--- src/rtl/rtc_irq_pkg.sv ---
package rtc_irq_pkg;
  localparam int unsigned FLAG_W       = 8;
  localparam int unsigned PERIODIC_BIT = 4;
  localparam logic [FLAG_W-1:0] HOST_SRC_MASK = 8'h30;
  localparam logic [15:0] PC_MASK  = 16'hC100;
  localparam logic [15:0] PC_MATCH = 16'h8100;

  typedef enum logic [1:0] {
    MODE_NONE   = 2'd0,
    MODE_PULSE  = 2'd1,
    MODE_STEADY = 2'd2
  } irq_mode_e;

  typedef struct packed {
    logic set;
    logic clr;
  } src_req_t;
endpackage

--- src/rtl/rtc_irq_tick_cnt.sv ---
module rtc_irq_tick_cnt #(
  parameter int unsigned CNT_W = 15
) (
  input  logic             clk_i,
  input  logic             rst_ni,
  input  logic             tick_i,
  output logic [CNT_W-1:0] cnt_q_o,
  output logic [CNT_W-1:0] cnt_nxt_o
);
  logic [CNT_W-1:0] cnt_q;

  assign cnt_nxt_o = tick_i ? cnt_q + 1'b1 : cnt_q;
  assign cnt_q_o   = cnt_q;

  always_ff @(posedge clk_i or negedge rst_ni) begin
    if (!rst_ni) cnt_q <= '0;
    else         cnt_q <= cnt_nxt_o;
  end
endmodule

--- src/rtl/rtc_irq_src.sv ---
module rtc_irq_src
  import rtc_irq_pkg::*;
#(
  parameter int unsigned SEL_W = 5
) (
  input  logic             tick_i,
  input  logic [7:0]       ctrl2_i,
  input  logic [SEL_W-1:0] sel_i,
  input  logic [SEL_W-1:0] cnt_slice_i,  // counter bits TOP..LO, MSB first
  output src_req_t         req_o
);
  irq_mode_e        mode;
  logic [SEL_W-1:0] field;
  logic             steady_lvl;

  // select bit i gates the i-th counter bit counted down from the top
  for (genvar i = 0; i < SEL_W; i++) begin : g_map
    assign field[SEL_W-1-i] = sel_i[i];
  end

  always_comb begin
    if ((ctrl2_i & 8'h08) != 8'h00)      mode = MODE_PULSE;
    else if ((ctrl2_i & 8'h03) == 8'h01) mode = MODE_STEADY;
    else                                 mode = MODE_NONE;
  end

  assign steady_lvl = (|field) && ((cnt_slice_i & field) != field);

  always_comb begin
    req_o = '0;
    if (tick_i) begin
      unique case (mode)
        MODE_PULSE:  begin req_o.set = 1'b1;       req_o.clr = 1'b1;        end
        MODE_STEADY: begin req_o.set = steady_lvl; req_o.clr = ~steady_lvl; end
        default:     req_o = '0;
      endcase
    end
  end
endmodule

--- src/rtl/rtc_irq_flags.sv ---
module rtc_irq_flags
  import rtc_irq_pkg::*;
(
  input  logic              clk_i,
  input  logic              rst_ni,
  input  src_req_t          req_i,
  input  logic [FLAG_W-1:0] set_i,
  input  logic [FLAG_W-1:0] clr_i,
  input  logic [15:0]       port_ctrl_i,
  output logic [FLAG_W-1:0] flags_o,
  output logic [FLAG_W-1:0] stat1_o,
  output logic              host_irq_o
);
  localparam logic [FLAG_W-1:0] PER_BIT = FLAG_W'(1) << PERIODIC_BIT;

  logic [FLAG_W-1:0] flags_q, stat1_q, set_all, clr_all, raised;
  logic              rise, gate_ok, irq_q;

  assign set_all = set_i | (req_i.set ? PER_BIT : '0);
  assign clr_all = clr_i | (req_i.clr ? PER_BIT : '0);
  assign raised  = flags_q | set_all;
  // edge taken on the raised value, before same-cycle clears
  assign rise    = ((flags_q & HOST_SRC_MASK) == '0) && ((raised & HOST_SRC_MASK) != '0);
  assign gate_ok = (port_ctrl_i & PC_MASK) == PC_MATCH;

  always_ff @(posedge clk_i or negedge rst_ni) begin
    if (!rst_ni) begin
      flags_q <= '0;
      stat1_q <= '0;
      irq_q   <= 1'b0;
    end else begin
      flags_q <= raised & ~clr_all;
      stat1_q <= stat1_q | set_all;
      irq_q   <= rise & gate_ok;
    end
  end

  assign flags_o    = flags_q;
  assign stat1_o    = stat1_q;
  assign host_irq_o = irq_q;
endmodule

--- src/rtl/rtc_irq_gen.sv ---
module rtc_irq_gen
  import rtc_irq_pkg::*;
#(
  parameter int unsigned CNT_W   = 15,
  parameter int unsigned SEL_W   = 5,
  parameter int unsigned TOP_BIT = 14
) (
  input  logic             clk_i,
  input  logic             rst_ni,
  input  logic             tick_i,
  input  logic [7:0]       ctrl2_i,
  input  logic [SEL_W-1:0] freq_sel_i,
  input  logic [15:0]      port_ctrl_i,
  input  logic [7:0]       flag_set_i,
  input  logic [7:0]       flag_clr_i,
  output logic [7:0]       flags_o,
  output logic [7:0]       stat1_o,
  output logic             host_irq_o,
  output logic [CNT_W-1:0] tick_cnt_o
);
  localparam int unsigned LO_BIT = TOP_BIT - SEL_W + 1;

  logic [CNT_W-1:0] cnt_q, cnt_nxt;
  src_req_t         req;

  rtc_irq_tick_cnt #(.CNT_W(CNT_W)) i_cnt (
    .clk_i     (clk_i),
    .rst_ni    (rst_ni),
    .tick_i    (tick_i),
    .cnt_q_o   (cnt_q),
    .cnt_nxt_o (cnt_nxt)
  );

  rtc_irq_src #(.SEL_W(SEL_W)) i_src (
    .tick_i      (tick_i),
    .ctrl2_i     (ctrl2_i),
    .sel_i       (freq_sel_i),
    .cnt_slice_i (cnt_nxt[TOP_BIT:LO_BIT]),
    .req_o       (req)
  );

  rtc_irq_flags i_flags (
    .clk_i       (clk_i),
    .rst_ni      (rst_ni),
    .req_i       (req),
    .set_i       (flag_set_i),
    .clr_i       (flag_clr_i),
    .port_ctrl_i (port_ctrl_i),
    .flags_o     (flags_o),
    .stat1_o     (stat1_o),
    .host_irq_o  (host_irq_o)
  );

  assign tick_cnt_o = cnt_q;
endmodule

--- config.mk ---
export PLATFORM = sky130hd
export DESIGN_NAME = rtc_irq_gen
export DESIGN_NICKNAME = d
export VERILOG_FILES = /design/src/rtl/rtc_irq_pkg.sv /design/src/rtl/rtc_irq_tick_cnt.sv /design/src/rtl/rtc_irq_src.sv /design/src/rtl/rtc_irq_flags.sv /design/src/rtl/rtc_irq_gen.sv
export SDC_FILE = /design/constraint.sdc
export NUM_CORES = 1
export LEC_CHECK = 0
export BUFFER_PORTS_ARGS = -buffer_cell sky130_fd_sc_hd__buf_4
export CAP_MARGIN = 20
export CORE_MARGIN = 5
export CORE_UTILIZATION = 35
export CTS_BUF_LIST = sky130_fd_sc_hd__clkbuf_8
export CTS_CLUSTER_DIAMETER = 120
export DETAILED_ROUTE_END_ITERATION = 16
export PLACE_DENSITY = 0.67
export RECOVER_POWER = 25
export SLEW_MARGIN = 20
export SYNTH_ARGS = -nofsm -noshare
export SYNTH_HDL_FRONTEND = slang
export SYNTH_SLANG_ARGS = --single-unit
--- constraint.sdc ---
create_clock -name clk_i -period 4.8 [get_ports clk_i]
set_input_delay 0.24 -clock clk_i [delete_from_list [all_inputs] [get_ports clk_i]]
set_output_delay 0.24 -clock clk_i [all_outputs]
set_load 0.02 [all_outputs]
# Word-level counts from Yosys, hierarchy flattened
# Index checks and enable logic that the tools add are counted.
[word_totals]
regBits = 32
out_inout_bits = 32
word_cells = 32
[classes]
add_sub_neg = 1
n_eq_ne = 5
n_mux = 7
bitwise = 9
reduce_logical = 5
[ops]
columns = ["cell", "count"]
rows = [
  ["8-bit OR", 4],
  ["15-bit by 1-bit adder with 15-bit output (second input constant)", 1],
  ["15-bit 2-to-1 mux", 1],
  ["5-bit 2-to-1 mux", 2],
  ["8-bit AND", 1],
  ["8-bit logical NOT", 1],
  ["8-bit NOT", 1],
  ["8-bit nonzero test", 1],
  ["2-bit 2-to-1 mux", 3],
  ["5-bit AND", 1],
  ["5-bit inequality test", 1],
  ["5-bit OR reduction", 1],
  ["2-bit by 1-bit equality test with 1-bit output (second input constant)", 2],
  ["2-bit case mux with 2 select lines", 1],
  ["3-bit equality test (second input constant)", 1],
  ["2-bit equality test (second input constant)", 1],
  ["1-bit logical AND", 2],
  ["1-bit AND", 1],
  ["1-bit NOT", 1],
]

# Depth between registers and ports, before layout
[logic_depth]
word_depth = 14
mapped_depth = 7

# Cells and area by module
# From an unflattened synthesis, not the netlist that was laid out.
[unflattened]
cells_unflattened = 111
hier_area_um2 = 1345.0
[by_module_without_submodules]
columns = ["module", "n_inst", "cells_per_inst", "area_per_inst_um2", "seq_area_each_um2"]
rows = [
  ["rtc_irq_tick_cnt", 1, 55, 708.2, 375.4],
  ["rtc_irq_flags", 1, 43, 563.0, 425.4],
  ["rtc_irq_src", 1, 13, 73.8, 0.0],
]

# Worst setup path after synthesis
# OpenSTA, ideal clock, no wires.
[synth_timing]
kind = "reg-to-reg"
from = "register i_cnt.cnt_q[0] (netlist: i_cnt.cnt_q_o[0])"
to = "register i_flags.stat1_q[4] (netlist: i_flags.stat1_o[4])"
setup_time_ps = 124
arrival_time_ps = 2018
t_required_ps = 4676
path_slack_ps = 2658
path_stages_with_launch = 8
path_buffers = 0
cell_sequence = "dfrtp_1 > ha_1 > nand4_4 > nor4_2 > xnor2_1 > a222oi_1 > a32oi_1 > or2_1"
[synth_via]
elab_chain_cells = 10
[synth_lines]
columns = ["item", "line_no", "text"]
rows = [
  ["from (decl)", "rtc_irq_tick_cnt.sv:10", "logic [CNT_W-1:0] cnt_q;"],
  ["from (signal assigned)", "rtc_irq_tick_cnt.sv:17", "else cnt_q <= cnt_nxt_o;"],
  ["15-bit by 1-bit adder with 15-bit output", "rtc_irq_tick_cnt.sv:12", "assign cnt_nxt_o = tick_i ? cnt_q + 1'b1 : cnt_q;"],
  ["15-bit 2-to-1 mux", "rtc_irq_tick_cnt.sv:12", ""],
  ["5-bit AND", "rtc_irq_src.sv:27", "assign steady_lvl = (|field) && ((cnt_slice_i & field) != field);"],
  ["5-bit inequality test", "rtc_irq_src.sv:27", ""],
  ["1-bit logical AND", "rtc_irq_src.sv:27", ""],
  ["2-bit case mux with 2 select lines", "rtc_irq_src.sv:32", "unique case (mode)"],
  ["2-bit 2-to-1 mux", "rtc_irq_src.sv:31", "if (tick_i) begin"],
  ["5-bit 2-to-1 mux", "rtc_irq_flags.sv:19", "assign set_all = set_i | (req_i.set ? PER_BIT : '0);"],
  ["8-bit OR", "rtc_irq_flags.sv:19", ""],
  ["8-bit OR", "rtc_irq_flags.sv:33", "stat1_q <= stat1_q | set_all;"],
  ["to (signal assigned)", "rtc_irq_flags.sv:33", ""],
  ["to (decl)", "rtc_irq_flags.sv:16", "logic [FLAG_W-1:0] flags_q, stat1_q, set_all, clr_all, raised;"],
]
# Every way passes these cells.
# A chain may end at the register's enable or synchronous reset.

# Worst setup path in the final report
# Ends and elaborated chain as after synthesis.

==> reports/qor.txt <==
cell count after synthesis = 114
sum of routed wire length over all layers = 3170 µm
maximum clock insertion buffer count = 2
yosys synthesis warning count = 0
sequential share of the synthesized area = 58.9%
utilization of the core after routing = 53.0%
number of antenna violations at the first check in global routing = 0
drt initial violations = 58
proportion of power drawn by combinational gates = 24.3%
Non-Filler Cell Area, Final = 1970 µm²
Initial DRT Pass Iterations = 4
final HPWL from detailed placement = 2560 µm
post-route worst hold slack = 0.0918 ns
cell taking the most area after synthesis = dfrtp_1
share of post-route cells with drive strength above 1 = 45.4%
initial core utilization = 36.6%
final cycle utilization of the critical path = 48.7%
total number of vias = 1077
# Post-CTS Setup Buffers = 0
number of buffers inserted by hold repair at cts = 1
area occupied by multi-input gates = 520 µm²
antenna viol nets, final = 0
required time at the worst-slack endpoint = 4.97 ns
Pint = 0.509 mW
Static Leak = 0.958 nW
Synth async-reset ratio = 100%
post-placement setup slack = 2.47 ns
switching fraction of total power = 32.8%
total inserted antenna cells = 0
count of buffers from port buffering = 61
Layout Nets = 231
power per cell area = 384 nW/µm²
die area = 5230 µm²
via count of the first global-routing pass = 1091
Synthesized Nets = 163
min setup slack post-route = 2.46 ns
startpoint class of the critical path = flip-flop
Total Routing Usage GR = 13.0%
Worst Tran Pin Value = 1.66 ns
EDFF count, synth = 0
global-route wire length before repair = 5100 µm
total negative slack = 0 ns
mean number of vias per cell = 4.66
Clock Skew = 0.00507 ns
Avg Inst Size Synth = 11.9 µm²
share of the synthesized area in the top cell type = 58.9%
dpl cell area = 1870 µm²
highest attainable clock frequency = 428 MHz
die boundary width = 72.3 µm
mapped cell area = 1360 µm²
final hold violation count = 0
leading cell types in the layout, fill and taps excluded = buf_4 (60), dfrtp_1 (32), nor2_1 (19)
switching power = 0.248 mW
footprint of the flip-flops and latches = 801 µm²
height of the chip = 72.3 µm
setup repair after global routing missed its margin = false
Final Critical Period = 2.34 ns
clock tree from TritonCTS = yes
maximum resistive drop on vdd = 0.000256 V
worst hold-check path type = primary input to flip-flop
pin count of the biggest net entering global routing = 33
number of max-cap violations = 1
weighted congestion reported at the end of routability-driven placement = 0.789
worst relative slew slack = -10.6%
Remaining Overflow, GRT = 0
TritonCTS buffer count = 5
leading post-synthesis cells by cell area = dfrtp_1 (59%), xnor2_1 (5.8%), nor2_1 (5.2%), or2_2 (3.2%), xor2_1 (3.2%)
part of the total power dissipated in sequential elements = 47.1%
violated checks = max-capacitance violations, max-slew violations
final-layout fill cell count = 349
CP Capture Type = flip-flop
clock tree root driver cell = clkbuf_8
synth unique cells = 27
Clock H-tree levels = 2
commonest non-fill, non-tap cell in the layout = buf_4
#FFs+latches synth = 32
cell row count = 22
critical path class = flip-flop to flip-flop
Resize count post-CTS = 0
number of remaining DRC errors = 0
IO Count = 80
maximum fanout along the worst path = 6
Final Max Slew Viols = 33
Clock Pin Slew Worst Setup and Hold Paths = 0.07 ns
clock latency on the worst-skew pair = 0.29 ns
area delta synth->final = 44.9%
result of the run = complete, but fails checks
clock network fraction of design power = 28.6%
standard cell core area = 3720 µm²
arrival time at the worst endpoint = 2.51 ns
Main synth FF type = dfrtp_1
number of endpoints failing setup at the final stage = 0
Sinks on Clock Net = 32
average wire length per cell after detail routing = 13.7 µm
-- kinds of logic (layout without fill, tap and decap cells) --
kind of cell	Yosys count	after routing	synth area share, %
multiplexers	1	1	0.829
adder cells (fa/ha/maj)	1	1	0.921
AND/OR/NAND/NOR	50	50	22.5
buffers and inverters	8	77	2.76
flip-flops	32	32	58.9
AO/OA/AOI/OAI	8	8	5.06
XOR/XNOR	14	14	9.02
-- critical path, cell delays in order, from the launching register on --
cell	delay (ns)
dfrtp_1	0.46
ha_1	0.26
nand4_4	0.16
nor4_2	0.31
xnor2_1	0.12
a222oi_1	0.42
a32oi_1	0.24
or2_1	0.26
-- routing by layer --
layer  vias to the layer above  wire [µm]  global-route usage (%)
met5                         -          0                       0
met2                        35       1630                    21.4
li1                        523          -                       -
met3                         6        213                    3.74
met4                         0         82                    9.39
met1                       513       1240                    14.3
-- cells in the mapped netlist, drive strengths merged (3+ instances only) --
library cell   n
dfrtp         32
inv            7
nand2          5
nand3          4
nand4          6
nor2          19
nor4           3
o211a          3
or2            8
xnor2          9
xor2           5
-- final timing paths --
path	end	cells after the start	slack, ns	startpoint
setup / recovery	i_flags.stat1_o[4]	7	2.46	i_cnt.cnt_q_o[0]
hold / removal	i_flags.flags_o[1]	2	0.09	flag_clr_i[1]
setup reg to reg	i_flags.stat1_o[4]	7	2.46	i_cnt.cnt_q_o[0]
hold reg to reg	i_flags.stat1_o[2]	1	0.47	i_flags.stat1_o[2]
max in group asynchronous	i_cnt.cnt_q_o[5]	2	2.93	rst_ni
min in group asynchronous	i_flags.stat1_o[3]	2	0.91	rst_ni
-- layout make-up --
| type | count | share of cell area [%] |
|---|---|---|
| inverters | 7 | 1.33 |
| clock inverters | 2 | 0.762 |
| well taps | 48 | 3.05 |
| clock buffers | 6 | 4.19 |
| repair buffers | 62 | 23.6 |
| flip-flops and latches | 32 | 40.7 |
| multi-input cells | 74 | 26.4 |
-- flip-flops by register name, summed over array words and instances (netlist names) --
name	flops
i_flags.stat1_o	8
i_flags.host_irq_o	1
i_cnt.cnt_q_o	15
i_flags.flags_o	8
-- power by group through the flow --
stage / Sequential, mW / Clock [mW] / Combinational (mW)
6_report: 0.357 / 0.216 / 0.184
3_5_place_dp: 0.362 / 0 / 0.187
5_1_grt: 0.363 / 0.237 / 0.201
4_1_cts: 0.357 / 0.225 / 0.188
2_1_floorplan: 0.393 / 0 / 0.0586
3_3_place_gp: 0.359 / 0 / 0.183
-- through the flow --
stage / total power [mW] / std cells
CTS: 0.770 / 231
global placement: 0.542 / 222
floorplan: 0.452 / 114
global route: 0.801 / 231
detailed placement: 0.549 / 222
finish: 0.757 / 231
Note: power is estimated with default switching activity, not from simulation.
